--- config.mk ---
export PLATFORM = sky130hd
export DESIGN_NAME = phy_test_writer
export DESIGN_NICKNAME = d
export VERILOG_FILES = /design/src/rtl/phy_tw_pkg.sv /design/src/rtl/phy_tw_step_timer.sv /design/src/rtl/phy_tw_sequencer.sv /design/src/rtl/phy_tw_pin_driver.sv /design/src/rtl/phy_test_writer.sv
export SDC_FILE = /design/constraint.sdc
export NUM_CORES = 1
export LEC_CHECK = 0
export ABC_AREA = 1
export BUFFER_PORTS_ARGS = -buffer_cell sky130_fd_sc_hd__buf_4
export CAP_MARGIN = 20
export CORE_MARGIN = 3
export CORE_UTILIZATION = 38
export CTS_CLUSTER_DIAMETER = 80
export DETAILED_ROUTE_END_ITERATION = 8
export HOLD_SLACK_MARGIN = 0.05
export MAX_ROUTING_LAYER = met4
export PLACE_DENSITY = 0.72
export SLEW_MARGIN = 20
export SYNTH_ARGS = -nofsm -noshare
export SYNTH_HDL_FRONTEND = slang
export SYNTH_HIERARCHICAL = 1
export SYNTH_SLANG_ARGS = --single-unit
--- constraint.sdc ---
create_clock -name clk -period 3.6 [get_ports clk]
set_clock_uncertainty 0.1 [all_clocks]
set_input_delay 0.72 -clock clk [delete_from_list [all_inputs] [get_ports clk]]
set_output_delay 0.72 -clock clk [all_outputs]
set_load 0.005 [all_outputs]
--- src/rtl/phy_tw_pkg.sv ---
package phy_tw_pkg;

   localparam int unsigned TW_BYTE_W = 8;
   localparam logic [TW_BYTE_W-1:0] TW_MARK_ADDR = 8'h01;

   typedef enum logic [2:0] {
      TW_IDLE       = 3'd0,
      TW_CLK_UP     = 3'd1,
      TW_ADDR       = 3'd2,
      TW_ADDR_LATCH = 3'd3,
      TW_VAL        = 3'd4,
      TW_VAL_LATCH  = 3'd5,
      TW_CLOSE      = 3'd6
   } tw_step_e;

   // Lane control word: enable at bit 16, marker at 15:8, data bus at 7:0.
   typedef struct packed {
      logic                 en;
      logic [TW_BYTE_W-1:0] mark;
      logic [TW_BYTE_W-1:0] din;
   } tw_lane_word_t;

   // Edge control word: test clock at bit 1, test clear at bit 0.
   typedef struct packed {
      logic clk;
      logic clr;
   } tw_edge_word_t;

   function automatic tw_step_e tw_next(input tw_step_e s);
      case (s)
         TW_CLK_UP:     return TW_ADDR;
         TW_ADDR:       return TW_ADDR_LATCH;
         TW_ADDR_LATCH: return TW_VAL;
         TW_VAL:        return TW_VAL_LATCH;
         TW_VAL_LATCH:  return TW_CLOSE;
         default:       return TW_IDLE;
      endcase
   endfunction

endpackage

--- src/rtl/phy_tw_step_timer.sv ---
module phy_tw_step_timer #(
   parameter int unsigned HOLD_CYCLES = 4
) (
   input  logic clk,
   input  logic rst_n,
   input  logic run,
   output logic step_end
);

   generate
      if (HOLD_CYCLES == 1) begin : g_single
         logic unused_tick;
         assign unused_tick = clk ^ rst_n;
         assign step_end    = run;
      end else begin : g_count
         localparam int unsigned CNT_W = $clog2(HOLD_CYCLES);
         localparam logic [CNT_W-1:0] LAST = CNT_W'(HOLD_CYCLES - 1);
         logic [CNT_W-1:0] cnt;

         always_ff @(posedge clk or negedge rst_n) begin
            if (!rst_n) begin
               cnt <= '0;
            end else if (!run || cnt == LAST) begin
               cnt <= '0;
            end else begin
               cnt <= cnt + 1'b1;
            end
         end

         assign step_end = run && (cnt == LAST);
      end
   endgenerate

endmodule

--- src/rtl/phy_tw_sequencer.sv ---
module phy_tw_sequencer
   import phy_tw_pkg::*;
(
   input  logic                 clk,
   input  logic                 rst_n,
   input  logic                 req_valid,
   input  logic [TW_BYTE_W-1:0] req_code,
   input  logic [TW_BYTE_W-1:0] req_data,
   input  logic                 step_end,
   output tw_step_e             step,
   output logic [TW_BYTE_W-1:0] code_q,
   output logic [TW_BYTE_W-1:0] data_q,
   output logic                 ready,
   output logic                 done
);

   logic accept;

   assign ready  = (step == TW_IDLE);
   assign accept = req_valid && ready;

   always_ff @(posedge clk or negedge rst_n) begin
      if (!rst_n) begin
         step   <= TW_IDLE;
         code_q <= '0;
         data_q <= '0;
         done   <= 1'b0;
      end else begin
         done <= 1'b0;
         if (accept) begin
            step   <= TW_CLK_UP;
            code_q <= req_code;
            data_q <= req_data;
         end else if (step_end) begin
            if (step == TW_CLOSE) begin
               step <= TW_IDLE;
               done <= 1'b1;
            end else begin
               step <= tw_next(step);
            end
         end
      end
   end

endmodule

--- src/rtl/phy_tw_pin_driver.sv ---
module phy_tw_pin_driver
   import phy_tw_pkg::*;
(
   input  tw_step_e             step,
   input  logic [TW_BYTE_W-1:0] code_q,
   input  logic [TW_BYTE_W-1:0] data_q,
   output tw_edge_word_t        edge_w,
   output tw_lane_word_t        lane_w
);

   always_comb begin
      edge_w = '0;
      lane_w = '0;
      case (step)
         TW_CLK_UP: begin
            edge_w.clk = 1'b1;
         end
         TW_ADDR: begin
            edge_w.clk  = 1'b1;
            lane_w.en   = 1'b1;
            lane_w.mark = TW_MARK_ADDR;
            lane_w.din  = code_q;
         end
         TW_ADDR_LATCH: begin
            lane_w.en   = 1'b1;
            lane_w.mark = TW_MARK_ADDR;
            lane_w.din  = code_q;
         end
         TW_VAL: begin
            lane_w.din = data_q;
         end
         TW_VAL_LATCH: begin
            edge_w.clk = 1'b1;
            lane_w.din = data_q;
         end
         TW_CLOSE: begin
            lane_w.din = data_q;
         end
         default: begin
            edge_w = '0;
            lane_w = '0;
         end
      endcase
   end

endmodule

--- src/rtl/phy_test_writer.sv ---
module phy_test_writer
   import phy_tw_pkg::*;
#(
   parameter int unsigned HOLD_CYCLES = 4
) (
   input  logic       clk,
   input  logic       rst_n,
   input  logic       req_valid,
   output logic       req_ready,
   input  logic [7:0] req_code,
   input  logic [7:0] req_data,
   output logic       done,
   output logic       phy_testclk,
   output logic       phy_testclr,
   output logic       phy_testen,
   output logic [7:0] phy_testdin,
   output logic [7:0] phy_marker
);

   generate
      if (HOLD_CYCLES < 1) begin : g_bad_hold
         $error("phy_test_writer: HOLD_CYCLES must be at least 1");
      end
   endgenerate

   tw_step_e             step;
   logic                 step_end;
   logic [TW_BYTE_W-1:0] code_q;
   logic [TW_BYTE_W-1:0] data_q;
   tw_edge_word_t        edge_w;
   tw_lane_word_t        lane_w;

   phy_tw_step_timer #(.HOLD_CYCLES(HOLD_CYCLES)) u_timer (
      .clk      (clk),
      .rst_n    (rst_n),
      .run      (step != TW_IDLE),
      .step_end (step_end)
   );

   phy_tw_sequencer u_seq (
      .clk       (clk),
      .rst_n     (rst_n),
      .req_valid (req_valid),
      .req_code  (req_code),
      .req_data  (req_data),
      .step_end  (step_end),
      .step      (step),
      .code_q    (code_q),
      .data_q    (data_q),
      .ready     (req_ready),
      .done      (done)
   );

   phy_tw_pin_driver u_pins (
      .step   (step),
      .code_q (code_q),
      .data_q (data_q),
      .edge_w (edge_w),
      .lane_w (lane_w)
   );

   assign phy_testclk = edge_w.clk;
   assign phy_testclr = edge_w.clr;
   assign phy_testen  = lane_w.en;
   assign phy_testdin = lane_w.din;
   assign phy_marker  = lane_w.mark;

endmodule

---- Word-level counts from Yosys, hierarchy flattened ----
Index checks and enable logic that the tools add are counted.
storage, ports and cells
  bits in registers ....................... 22
  input bits .............................. 19
  output and inout port bits .............. 21
cells by class
  muxes and demuxes ....................... 11
  add/subtract/negate cells ............... 1
  equal/unequal tests ..................... 7
  reduce and logical (&&, ||, !) cells .... 10
operators by type and width
  operator                                       number
  one-hot mux 8 bit (2 select lines)             1
  one-hot mux 3 bit (5 select lines)             1
  == test 3 bit, second input constant           3
  2-to-1 mux 3 bit                               3
  2-to-1 mux 9 bit                               1
  == test 3 x 2 -> 1 bit, second input constant  2
  OR reduction 3 bit                             2
  2-to-1 mux 1 bit                               4
  == test 3 x 1 -> 1 bit, second input constant  1
  logical NOT 3 bit                              1
  nonzero test 3 bit                             1
  adder 2 x 1 -> 2 bit, second input constant    1
  == test 2 bit, second input constant           1
  logical AND 1 bit                              2
  2-to-1 mux 2 bit                               1
  nonzero test 2 bit                             1
  OR reduction 2 bit                             1
  logical NOT 1 bit                              1
  logical OR 1 bit                               1

---- Depth between registers and ports, before layout ----
  depth in word-level cells ............... 5
  depth in mapped cells ................... 8
  gate-level depth less buffers ........... 8

---- Modules after synthesis ----
The synthesis kept the hierarchy.
modules (own cells, without submodules)
  module             instances  area an instance (um^2)  seq. area each (um^2)  cells each
  phy_tw_sequencer   1          917.1                    500.5                  96
  phy_tw_pin_driver  1          226.5                    0.0                    42
  phy_tw_step_timer  1          88.8                     50.0                   10
  phy_test_writer    1          11.3                     0.0                    3

---- Worst setup path before layout ----
Ideal clock, no wire load.
  path kind ............................... register to output
  start point ............................. reg u_seq.step[2]
  end point ............................... out phy_testen
  cell stages (with the launch flop) ...... 4
  required time ........................... 2.780 ns
  arrival ................................. 0.846 ns
  slack ................................... 1.934 ns
  path through ............................ dfrtp_1 > buf_6 > nor2_8 > buf_4
on the way
  word-level cells in the longest chain between the ends .. 3
RTL lines
  item                            line                     text
  start: declaration              phy_tw_sequencer.sv:10   output tw_step_e step,
  start signal: assignment        phy_tw_sequencer.sv:39   step <= tw_next(step);
  == test 3 x 2 -> 1 bit          phy_tw_pin_driver.sv:14  case (step)
  OR reduction 2 bit (no line) *  -
  2-to-1 mux 9 bit *              phy_tw_pin_driver.sv:14
  end: declaration                phy_test_writer.sv:15    output logic phy_testen,
Mark *: on every way between the ends. The rest lies on a longest branch, timed or not.

---- Worst setup path after layout ----
  start point ............................. reg u_seq.step[2]
  end point ............................... out phy_testdin[6]
on the way
  word-level cells in the longest chain between the ends .. 3
RTL lines
  item                                                                       line                     text
  == test 3 bit / == test 3 x 2 -> 1 bit (equally long branches)             phy_tw_pin_driver.sv:14
  OR reduction 3 bit (no line) / OR reduction 2 bit (equally long branches)  -
  one-hot mux 8 bit (2 select lines) *                                       phy_tw_pin_driver.sv:14
  end: declaration                                                           phy_test_writer.sv:16    output logic [7:0] phy_testdin,
Marked as above.

==> results by group <==
Logic synthesis
  • Synth Flop Type: dfrtp_1
  • Cell count after synthesis: 151
  • Synth area leader: dfrtp_1
  • Most common cell in the netlist: nand2_1
  • Synth area leaders: dfrtp_1 44%, nand2_1 14%, o21ai_2 11%
  • Sequential fraction of the synthesis area: 44.27%
  • Mapped Avg Cell Area: 8.236 µm²
  • Area of the mapped netlist: 1244 µm²
  • Post-synth EDFFs: 0
  • Yosys top cell area share: 44.27%
  • Asr flop ratio synth: 100.0%
  • Ys Warns: 6
  • Commonest cells in the netlist: 48 x nand2_1, 25 x inv_1, 22 x dfrtp_1
  • FF+latch count, synth: 22
  • Yosys cell types: 17

Clock network
  • Clock Tree Root: clkbuf_4
  • CTS Buf Count: 3
  • Clock transition at path regs: 0.12 ns
  • CTS resizes: 0
  • CTS max path bufs: 2
  • H-tree depth: 1
  • Clock latency on the worst-skew pair: 0.30 ns
  • Post-CTS setup buffer count: 0
  • CTS Hold Buffers Added: 0
  • Clock sink count: 22
  • CTS tree: built

Drt
  • Wire per inst: 9.576 µm
  • Vias after detailed routing: 953
  • Routed Wire Length: 2145 µm
  • Top Metal Used: met4
  • DR iter-0 viols: 14
  • Routed wl met2: 1019 µm
  • DRT met1 WL: 964 µm
  • Vias/cell: 4.254
  • Residual DRC: 0
  • Met3 routed WL: 133 µm
  • DRT Pass-1 Iters: 4
  • DRT antenna net count: 0

Pwr
  • PwrDens: 763.2 nW/µm²
  • Psw: 441.4 µW
  • Flop pwr share: 39.7%
  • Worst VDD drop: 0.0003144 V
  • Clock power share: 16.3%
  • Sw Share: 38.62%
  • Internal power: 701.6 µW
  • Leak: 0.0008549 µW
  • Comb power frac: 44.0%

Critical path
  • Setup crit end kind: primary output
  • CP Launch Type: register
  • R2R setup slack: 1.75 ns
  • Critical R2R Launch: u_seq/step[2]
  • Worst path required time: 2.78 ns
  • Crit-path max FO: 16
  • CP endpoint: phy_testdin[6]
  • FF-to-FF End: u_seq/step[2]
  • Critical path launch point: u_seq/step[2]
  • Register-to-Register Path Depth: 5
  • Crit Path Class: reg -> out
  • Arr. time, crit path: 1.45 ns

Cells and area
  • Area Overhead vs Synth: 20.42%
  • Fin util: 48.66%
  • Nets: 201
  • FILL cells: 318
  • ANT cells: 0
  • Design area: 1498 µm²
  • Layout cells sized above 1: 31.11%

Die
  • Die width: 63.21 µm
  • Die ar.: 3996 µm²
  • I/O pins: 40
  • Core Region: 3078 µm²
  • Rows: 20
  • Initial core utilization: 40.41%
  • Die H: 63.21 µm

Timing
  • F_max: 0.4410 GHz
  • Period Utilization, post-route: 62.98%
  • Final Hold Vio Count: 0
  • Worst Max-Slew Pin Slew: 0.5948 ns
  • RSZ-0062 raised after global routing: no
  • Worst slew margin: 60.34%
  • Final slew viol count: 0
  • # setup viols final: 0
  • Setup TNS: 0 ns
  • Crit path time final: 2.267 ns

Global route
  • Largest net degree at the start of global routing: 37
  • First-pass GRT wire length: 3519 µm
  • Tot GR Track Use: 11.51%
  • Vias in the first global route: 802
  • Initial antenna violation count: 0
  • Grt ovf: 0

Placed design
  • # port buffers: 31
  • Placed cell area: 1445 µm²
  • Final Wtd Congestion: 0.8499
  • Post-DP HPWL: 1548 µm

Flow run
  • Max Cap Viol: 0

Hold path
  • HP Class: in -> async

Status
  • Outcome: completed
cells in the final DEF (no fill, tap or decap):
cell type  instances
buf_4             31
bufinv_16          1
clkbuf_4           3
conb_1             8
dfrtp_1           22
ha_1               1
inv_1             25
inv_2              1
nand2_1           48
nand2_2            1
nand3_1           12
nand3_4            1
nor2_1             3
nor2_2             1
nor2_8             1
nor3_1             2
o21ai_0            3
o21ai_2           16
power groups by stage:
| stage | registers (µW) | logic (µW) | clock network (µW) |
|---|---|---|---|
| after detailed placement | 459 | 511 | 0 |
| after CTS | 455 | 512 | 193 |
| after global placement | 454 | 507 | 0 |
| final | 454 | 503 | 186 |
| after floorplan | 427 | 394 | 0 |
| after global routing | 474 | 578 | 202 |
layer usage:
metal / vias up / track usage (%)
met2: 26 / 16.86
met4: 0 / 7.008
met3: 2 / 1.961
li1: 501 / -
met1: 424 / 14.83
met5: - / -
cells by family after synthesis:
kind of cell | synth area share, %
other | 0.3015
DFF | 44.27
and+or+nand+nor | 25.05
AOI/OAI and AO/OA | 12.47
adders and majority gates | 1.006
buffers and inverters | 16.90
state kept, by name, summed over array words and instances (netlist names):
name,flops
u_timer/g_count.cnt,2
u_seq/step,3
u_seq/data_q,8
u_seq/done,1
u_seq/code_q,8
final cells by class:
| cell class | instances | area, µm² | share of cell area, % |
|---|---|---|---|
| sequential | 22 | 550.5 | 36.76 |
| clock buffer | 3 | 22.52 | 1.504 |
| inverter | 26 | 97.59 | 6.516 |
| clock inverter | 1 | 30.03 | 2.005 |
| multi-input combinational | 97 | 509.2 | 34.00 |
| timing repair buffer | 31 | 232.7 | 15.54 |
| tap | 44 | 55.05 | 3.676 |
critical path: stages, from the launching register on:
cell and delay [ns]:
dfrtp_1 0.62, nor2_8 0.28, nand2_1 0.07, nand2_1 0.07
buf_4 0.11
worst min path at each step:
stage                           startpoint                      to  cells after the start
global route                         rst_n           u_seq/step[1]                      1
floorplan           u_timer/g_count.cnt[0]  u_timer/g_count.cnt[0]                      1
detailed placement  u_timer/g_count.cnt[0]  u_timer/g_count.cnt[0]                      1
finish                               rst_n         u_seq/code_q[4]                      1
global placement    u_timer/g_count.cnt[0]  u_timer/g_count.cnt[0]                      1
CTS                                  rst_n         u_seq/code_q[4]                      1
stage by stage:
stage / hold slack (ns) / power [µW] / cells / setup slack [ns]
6_report: 0.1757 / 1143 / 224 / 1.333
5_1_grt: 0.1724 / 1254 / 224 / 1.166
4_1_cts: 0.1702 / 1159 / 224 / 1.303
3_5_place_dp: 0.3591 / 970.7 / 220 / 1.669
3_3_place_gp: 0.3245 / 961.5 / 220 / 1.670
2_1_floorplan: 0.3079 / 821.1 / 158 / 1.934
Power figures use the tool's default switching activity.
